`config.mk`:
```
export PLATFORM = sky130hd
export DESIGN_NAME = uart_irq_ident
export DESIGN_NICKNAME = d
export VERILOG_FILES = /design/src/rtl/uart_irq_pkg.sv /design/src/rtl/uart_irq_thre_flag.sv /design/src/rtl/uart_irq_qualify.sv /design/src/rtl/uart_irq_prio.sv /design/src/rtl/uart_irq_encode.sv /design/src/rtl/uart_irq_ident.sv
export SDC_FILE = /design/constraint.sdc
export NUM_CORES = 1
export LEC_CHECK = 0
export BUFFER_PORTS_ARGS = -buffer_cell sky130_fd_sc_hd__buf_2
export CORE_AREA = 2 2 39 41
export CTS_BUF_LIST = sky130_fd_sc_hd__clkbuf_16
export DETAILED_ROUTE_END_ITERATION = 10
export DIE_AREA = 0 0 41 43
export PLACE_DENSITY = 0.59
export SLEW_MARGIN = 20
export SYNTH_ARGS = -nofsm -noshare
export SYNTH_HDL_FRONTEND = slang
export SYNTH_SLANG_ARGS = --single-unit
```
`constraint.sdc`:
```
create_clock -name clk -period 3.41 [get_ports clk]
set_clock_uncertainty 0.2 [all_clocks]
set_input_delay 0.341 -clock clk [delete_from_list [all_inputs] [get_ports clk]]
set_output_delay 0.341 -clock clk [all_outputs]
set_load 0.05 [all_outputs]
```
`src/rtl/uart_irq_pkg.sv`:
```
package uart_irq_pkg;

  localparam int NSRC = 5;

  // Source slots, index 0 is the highest priority.
  localparam int SRC_LINE = 0;
  localparam int SRC_TMO  = 1;
  localparam int SRC_RXD  = 2;
  localparam int SRC_THRE = 3;
  localparam int SRC_MDM  = 4;

  // Enable bit positions in int_en.
  localparam int EN_RXD  = 0;
  localparam int EN_THRE = 1;
  localparam int EN_LINE = 2;
  localparam int EN_MDM  = 3;

  localparam int ID_W = 4;

  localparam logic [ID_W-1:0] ID_NONE = 4'h1;
  localparam logic [ID_W-1:0] ID_LINE = 4'h6;
  localparam logic [ID_W-1:0] ID_RXD  = 4'h4;
  localparam logic [ID_W-1:0] ID_TMO  = 4'hC;
  localparam logic [ID_W-1:0] ID_THRE = 4'h2;
  localparam logic [ID_W-1:0] ID_MDM  = 4'h0;

  function automatic logic [ID_W-1:0] src_id(input int idx);
    logic [ID_W-1:0] r;
    case (idx)
      SRC_LINE: r = ID_LINE;
      SRC_TMO:  r = ID_TMO;
      SRC_RXD:  r = ID_RXD;
      SRC_THRE: r = ID_THRE;
      SRC_MDM:  r = ID_MDM;
      default:  r = ID_NONE;
    endcase
    return r;
  endfunction

endpackage

```
`src/rtl/uart_irq_thre_flag.sv`:
```
module uart_irq_thre_flag (
  input  logic clk,
  input  logic rst_n,
  input  logic set_evt,
  input  logic wr_clr,
  input  logic rd_clr,
  output logic pend
);

  logic pend_q;
  logic pend_d;
  logic pend_en;

  // Next state: a set event outranks either clear.
  always_comb begin
    pend_en = set_evt | wr_clr | rd_clr;
    pend_d  = pend_q;
    if (set_evt) begin
      pend_d = 1'b1;
    end else if (wr_clr || rd_clr) begin
      pend_d = 1'b0;
    end
  end

  always_ff @(posedge clk or negedge rst_n) begin
    if (!rst_n) begin
      pend_q <= 1'b0;
    end else if (pend_en) begin
      pend_q <= pend_d;
    end
  end

  assign pend = pend_q;

  // an empty event always leaves the flag set.
  p_set_wins_r9: assert property (@(posedge clk) disable iff (!rst_n)
    set_evt |=> pend);

  // a holding-register write without an event clears the flag.
  p_wr_clears_r9: assert property (@(posedge clk) disable iff (!rst_n)
    (wr_clr && !set_evt) |=> !pend);

  // with no event and no clear the flag holds its value.
  p_hold_r8: assert property (@(posedge clk) disable iff (!rst_n)
    !(set_evt || wr_clr || rd_clr) |=> $stable(pend));

endmodule

```
`src/rtl/uart_irq_qualify.sv`:
```
module uart_irq_qualify
  import uart_irq_pkg::*;
#(
  parameter int CNT_W   = 5,
  parameter int N_DELTA = 4
) (
  input  logic [3:0]         int_en,
  input  logic               fifo_on,
  input  logic [CNT_W-1:0]   rx_trig,
  input  logic [CNT_W-1:0]   rx_count,
  input  logic               rx_ready,
  input  logic               rx_timeout,
  input  logic [1:0]         line_err,
  input  logic [N_DELTA-1:0] modem_delta,
  input  logic               thre_pend,
  output logic [NSRC-1:0]    req
);

  logic level_ok;
  logic rxd_gate;

  // In FIFO mode received data waits for the trigger level.
  always_comb begin
    level_ok = (rx_count >= rx_trig);
    rxd_gate = fifo_on ? level_ok : 1'b1;
  end

  always_comb begin
    req           = '0;
    req[SRC_LINE] = int_en[EN_LINE] & (|line_err);
    req[SRC_TMO]  = int_en[EN_RXD]  & rx_timeout;
    req[SRC_RXD]  = int_en[EN_RXD]  & rx_ready & rxd_gate;
    req[SRC_THRE] = int_en[EN_THRE] & thre_pend;
    req[SRC_MDM]  = int_en[EN_MDM]  & (|modem_delta);
  end

endmodule

```
`src/rtl/uart_irq_prio.sv`:
```
module uart_irq_prio #(
  parameter int N = 5
) (
  input  logic [N-1:0] req,
  output logic [N-1:0] grant,
  output logic         none
);

  logic [N:0] taken;

  assign taken[0] = 1'b0;

  // Priority chain: slot i wins if it requests and nothing above it does.
  for (genvar i = 0; i < N; i++) begin : g_slot
    assign grant[i]    = req[i] & ~taken[i];
    assign taken[i+1]  = taken[i] | req[i];
  end

  assign none = ~taken[N];

endmodule

```
`src/rtl/uart_irq_encode.sv`:
```
module uart_irq_encode
  import uart_irq_pkg::*;
(
  input  logic [NSRC-1:0] grant,
  input  logic            none,
  output logic [ID_W-1:0] id_low
);

  logic [ID_W-1:0] id_acc;

  always_comb begin
    id_acc = '0;
    for (int i = 0; i < NSRC; i++) begin
      if (grant[i]) begin
        id_acc = id_acc | src_id(i);
      end
    end
    id_low = none ? ID_NONE : id_acc;
  end

endmodule

```
`src/rtl/uart_irq_ident.sv`:
```
module uart_irq_ident
  import uart_irq_pkg::*;
#(
  parameter int CNT_W   = 5,
  parameter int N_DELTA = 4
) (
  input  logic               clk,
  input  logic               rst_n,
  input  logic [3:0]         int_en,
  input  logic               fifo_on,
  input  logic [CNT_W-1:0]   rx_trig,
  input  logic [CNT_W-1:0]   rx_count,
  input  logic               rx_ready,
  input  logic               rx_timeout,
  input  logic [1:0]         line_err,
  input  logic [N_DELTA-1:0] modem_delta,
  input  logic               tx_empty_evt,
  input  logic               thr_wr,
  input  logic               id_rd,
  output logic [7:0]         id_code,
  output logic               irq
);

  localparam int CODE_W = 8;
  localparam int PAD_W  = CODE_W - ID_W - 2;

  logic            thre_pend;
  logic            rd_clr;
  logic [NSRC-1:0] req;
  logic [NSRC-1:0] grant;
  logic            none;
  logic [ID_W-1:0] id_low;

  uart_irq_qualify #(
    .CNT_W   (CNT_W),
    .N_DELTA (N_DELTA)
  ) u_qualify (
    .int_en      (int_en),
    .fifo_on     (fifo_on),
    .rx_trig     (rx_trig),
    .rx_count    (rx_count),
    .rx_ready    (rx_ready),
    .rx_timeout  (rx_timeout),
    .line_err    (line_err),
    .modem_delta (modem_delta),
    .thre_pend   (thre_pend),
    .req         (req)
  );

  uart_irq_prio #(
    .N (NSRC)
  ) u_prio (
    .req   (req),
    .grant (grant),
    .none  (none)
  );

  uart_irq_encode u_encode (
    .grant  (grant),
    .none   (none),
    .id_low (id_low)
  );

  // A read clears the pending flag only when it is the source on show.
  assign rd_clr = id_rd & grant[SRC_THRE];

  uart_irq_thre_flag u_thre (
    .clk     (clk),
    .rst_n   (rst_n),
    .set_evt (tx_empty_evt),
    .wr_clr  (thr_wr),
    .rd_clr  (rd_clr),
    .pend    (thre_pend)
  );

  assign id_code = {{2{fifo_on}}, {PAD_W{1'b0}}, id_low};
  assign irq     = ~none;

  // request line agrees with the reported code.
  p_irq_code_r1: assert property (@(posedge clk) disable iff (!rst_n)
    irq == (id_code[3:0] != ID_NONE));

  // mode bits track FIFO enable, pad bits stay low.
  p_mode_bits_r2: assert property (@(posedge clk) disable iff (!rst_n)
    (id_code[7:6] == {2{fifo_on}}) && (id_code[5:4] == 2'b00));

  // an enabled line error always wins.
  p_line_first_r4: assert property (@(posedge clk) disable iff (!rst_n)
    (int_en[EN_LINE] && (|line_err)) |-> (id_code[3:0] == ID_LINE));

  // below the trigger level in FIFO mode, received data is never shown.
  p_rxd_gate_r7: assert property (@(posedge clk) disable iff (!rst_n)
    (fifo_on && (rx_count < rx_trig)) |-> (id_code[3:0] != ID_RXD));

  // reading while transmit empty is shown clears the flag.
  p_rd_clears_r10: assert property (@(posedge clk) disable iff (!rst_n)
    (id_rd && (id_code[3:0] == ID_THRE) && !tx_empty_evt) |=> !thre_pend);

  // reading while another code is shown keeps the flag.
  p_rd_keeps_r10: assert property (@(posedge clk) disable iff (!rst_n)
    (id_rd && thre_pend && (id_code[3:0] != ID_THRE) && !thr_wr) |=> thre_pend);

endmodule

```
# ---- After elaboration in Yosys (flattened, before gate mapping)
# Index checks and enable logic that the tools add are counted.
dict set report word_totals {
  out_inout_bits 9
  romBits 0
  in_bits 28
  regBits 1
  memories 0
  ram_bits 0
  latch_bits 0
}
dict set report classes {
  n_reduce_logical 5
  n_bitwise 25
  n_shift 0
  n_div 0
  multipliers 0
  add_sub_neg 0
  n_lt_le_gt_ge 1
  n_mux 13
  eq_ne 0
}
# operator n
set ops {}
lappend ops {{4-bit 2-to-1 mux} 9}
lappend ops {{4-bit bitwise OR} 4}
lappend ops {{1-bit AND} 11}
lappend ops {{1-bit bitwise OR} 6}
lappend ops {{5-bit greater-or-equal comparator} 1}
lappend ops {{1-bit NOT} 4}
lappend ops {{4-bit OR reduction} 1}
lappend ops {{1-bit 2-to-1 mux} 3}
lappend ops {{3-bit 2-to-1 mux} 1}
lappend ops {{2-bit AND reduction} 1}
lappend ops {{2-bit nonzero test} 1}
lappend ops {{2-bit OR reduction} 1}
lappend ops {{1-bit logical OR} 1}

# ---- Depth between registers and ports, before layout
dict set report logic_depth {
  word_depth 14
  depth_mapped 6
  mapped_depth_nobuf 6
}

# ---- By module
# A second synthesis with hierarchy kept.
dict set report unflattened {
  cells_unflattened 45
  hier_area_um2 325.3
}
# module instances cells_per_inst seq_area_each_um2 area_per_inst_um2
set by_module_without_submodules {}
lappend by_module_without_submodules {uart_irq_qualify 1 22 0.0 160.2}
lappend by_module_without_submodules {uart_irq_prio 1 7 0.0 55.1}
lappend by_module_without_submodules {uart_irq_ident 1 7 0.0 43.8}
lappend by_module_without_submodules {uart_irq_thre_flag 1 3 25.0 36.3}
lappend by_module_without_submodules {uart_irq_encode 1 6 0.0 30.0}

# ---- Worst setup path before layout
# OpenSTA, ideal clock, no wires.
dict set report synth_timing {
  kind {input -> output}
  startpoint {input port rx_trig[4]}
  endpoint {output port id_code[0]}
  required_ps 2869
  arrival_time_ps 1556
  stages 6
  slack_ps 1313
  path_buffers 0
  path_cell_list {inv_1 -> ha_1 -> nand2_1 -> a31oi_1 -> a21oi_1 -> and4_1}
}
dict set report synth_via {
  elab_chain_cells 10
}
# item line_no
set synth_rtl {}
lappend synth_rtl {{start, declared} uart_irq_ident.sv:11} ;# input logic [CNT_W-1:0] rx_trig,
lappend synth_rtl {{5-bit greater-or-equal comparator (*)} uart_irq_qualify.sv:24} ;# level_ok = (rx_count >= rx_trig);
lappend synth_rtl {{1-bit 2-to-1 mux (*)} uart_irq_qualify.sv:25} ;# rxd_gate = fifo_on ? level_ok : 1'b1;
lappend synth_rtl {{1-bit AND (*)} uart_irq_qualify.sv:32} ;# req[SRC_RXD] = int_en[EN_RXD] & rx_ready & rxd_gate;
lappend synth_rtl {{1-bit AND / 1-bit bitwise OR (equally long branches)} {uart_irq_prio.sv:15, uart_irq_prio.sv:16}}
lappend synth_rtl {{4-bit 2-to-1 mux / 1-bit NOT (equally long branches)} {uart_irq_encode.sv:14, uart_irq_prio.sv:15}}
lappend synth_rtl {{4-bit bitwise OR / 1-bit AND (equally long branches)} {uart_irq_encode.sv:15, uart_irq_prio.sv:15}}
lappend synth_rtl {{4-bit 2-to-1 mux} uart_irq_encode.sv:14} ;# if (grant[i]) begin
lappend synth_rtl {{4-bit bitwise OR} uart_irq_encode.sv:15} ;# id_acc = id_acc | src_id(i);
lappend synth_rtl {{4-bit 2-to-1 mux} uart_irq_encode.sv:14}
lappend synth_rtl {{4-bit 2-to-1 mux (*)} uart_irq_encode.sv:18} ;# id_low = none ? ID_NONE : id_acc;
lappend synth_rtl {{end, declared} uart_irq_ident.sv:20} ;# output logic [7:0] id_code,
# Mark *: on every way between the ends. The rest lies on a longest branch, timed or not.

# ---- Worst setup path after layout
# Same ends and word-level chain as after synthesis.

==> impl_metrics.toml <==
[critical_path]
arrival_ns = 1.66
r2r_setup_slack_ns = 2.47
crit_type = "in2out"
reg2reg_from = "u_thre.pend$_DFFE_PN0P_"
path_common_cell = "buf_2"
worstPathMaxFanout = 5
crit_chain = "buf_2 > inv_1 > ha_1 > nand2_1 > a31oi_1 > a21oi_1 > and4_1 > buf_2"
endpoint_kind = "output pin"
path_delay_family = "compound AO/OA/AOI/OAI gates"
crit_path_start_kind = "primary input"
rr_worst_depth = 2
critPathSlowestCell = "ha_1"
r2r_end = "u_thre.pend$_DFFE_PN0P_"
worstPathRequired_ns = 2.87
crit_path_max_incr_delay_ns = 0.29
crit_buf_inv = 3

[routing]
drc = 0
drt_wl_total_um = 734
wl_per_cell_um = 8.34
ant_nets = 0
drt_pass1_iterations = 2
vias_per_cell = 4.27
vias = 376
drt_iter0_drc = 3

[job]
maxCapViolations = 0

[sta]
min_period_ns = 2.20
period_share_pct = 64.5
finalSetupTns_ns = 0
setup_viol = 0
slew_violations = 0
hold_violations = 0
max_clock_freq_mhz = 455
whs_ns = 0.434
rsz0062_at_grt = "no"

[power]
ir_drop_v = 0.0000847
power_uw = 84.4
p_sw_uw = 45.5
comb_power_share_pct = 83.2
seqPwrFrac_pct = 16.8
swShare_pct = 53.9
powerDensity_mw_per_mm2 = 183
p_int_uw = 38.9
clkPwrFrac_pct = 0
p_leak_nw = 0.279

[global_route]
track_usage_pct = 8.31
grt_use_met1_pct = 11.5
busiest_layer = "met2"
grt_overflow_total = 0
grt_max_degree = 6
antenna_found_initial = 0
grtUsageMet3_pct = 1.05
grt_pass1_wl_um = 1080
first_global_vias = 309
met2_usage_pct = 14.1

[cts]
path_clk_slew_ns = 0
ctsHoldBuffers = 1
clkLatencyLatePin_ns = 0
ctsResizeCount = 0
postCtsSetupBuffers = 0

[synth]
synthTopCellsByCount = "inv_1, ha_1, buf_4, nand2_1, a21oi_1"
yosys.area.top_type = "ha_1"
synth_edf_count = 0
synthCells = 40
synth_flop_cell = "dfrtp_1"
synth_cell_type_count = 20
syn_area_sq_um = 288
synthTopCellsByArea = "ha_1, buf_4, inv_1"
ys_warn_count = 0
seq_area_frac_synth_pct = 8.70
netlist.area_leader.share_pct = 21.7
syn_area_per_cell_sq_um = 7.19
yosysMostFrequentCell = "inv_1"
async_flop_share_pct = 100
ys_ff_latch = 1

[floorplanning]
die_h_um = 43
dieWidth_um = 41
top_level_ports = 37
core_sq_mm = 0.00138
placementRows = 14
start_util_pct = 20.8
die_area_sq_mm = 0.00176

[placed_design]
dpl.cell_count = 87
numPortBuffers = 34
routabilityCongestion = 0.627

[min_path]
hold_class = "reg2reg"
min_to = "u_thre.pend$_DFFE_PN0P_"
hold_start = "u_thre.pend$_DFFE_PN0P_"
worst_hold_path.num_cells = 2

[layout]
seq_area_sq_um = 25.0
diodes = 0
multiInputGateArea_sq_um = 210
largest_register_ffs = 1
final_cells = 88
layout-drive-gt1-share_pct = 50.0
num-fill-cells = 169
fin_nets = 107
post-route-util_pct = 33.4
syn_to_final_growth_pct = 60.4

[outcome]
status = "complete, no violations"
## per-layer routing
metal,part of all wire (%),routed length (um)
met4,0,0
met3,15,112
met2,42,305
met5,0,0
met1,43,316
## worst max-delay path by stage
stage / start / endpoint / slack, ns / cells past startpoint
6_report: rx_trig[4] / id_code[0] / 1.21 / 8
5_1_grt: rx_trig[4] / id_code[0] / 1.09 / 8
4_1_cts: rx_trig[4] / id_code[0] / 1.21 / 8
3_5_place_dp: rx_trig[4] / id_code[0] / 1.21 / 8
3_3_place_gp: rx_trig[0] / id_code[1] / 1.24 / 7
2_1_floorplan: rx_trig[4] / id_code[0] / 1.31 / 6
## metrics by stage
stage | worst slack [ns] | area [sq um]
final | 1.21 | 462
after global routing | 1.09 | 462
after CTS | 1.21 | 462
after detailed placement | 1.21 | 452
after global placement | 1.24 | 452
after floorplan | 1.31 | 292
## placed cells by master (no fill, tap or decap)
master | synthesis | final
conb_1 | 1 | 2
o21ai_0 | 1 | 1
buf_2 | 0 | 34
o21a_1 | 1 | 1
a211o_1 | 1 | 1
a21oi_1 | 3 | 3
a22oi_2 | 1 | 1
nand4_1 | 1 | 1
inv_1 | 7 | 7
dfrtp_1 | 1 | 1
nand2_1 | 4 | 4
and3_1 | 1 | 1
dlygate4sd3_1 | 0 | 1
nand2b_1 | 1 | 1
a31oi_1 | 2 | 2
ha_1 | 5 | 5
a41o_1 | 1 | 1
or4_4 | 1 | 1
and4_1 | 1 | 1
nand3_1 | 2 | 2
nor3_1 | 1 | 1
## logic make-up (layout without fill, tap and decap cells)
kind of cell	after synthesis	count (layout)	share of synthesized area, %
and+or+nand+nor	12	12	23.9
buffers and inverters	11	42	19.6
DFF	1	1	8.69
AOI/OAI and AO/OA	10	10	24.8
other	1	2	1.30
adders and majority gates	5	5	21.7
## area by class of cell
cell class	instances	area share, %
Tap cell	16	4.34
Sequential cell	1	5.42
Timing Repair Buffer	35	39.0
Multi-Input combinational cell	29	45.5
Inverter	7	5.69
## power groups by stage
stage	Combinational, mW	Clock (mW)	Sequential, mW
final	0.0703	0	0.0142
after floorplan	0.0481	0	0.0139
after detailed placement	0.0699	0	0.0141
after global placement	0.0692	0	0.0141
after CTS	0.0709	0	0.0141
after global routing	0.0776	0	0.0144
## worst register-to-register path, stage by stage (launching register included)
cell	delay, ns
dfrtp_1	0.39
a21oi_1	0.13
a31oi_1	0.07
(Power assumes the default switching activity.)
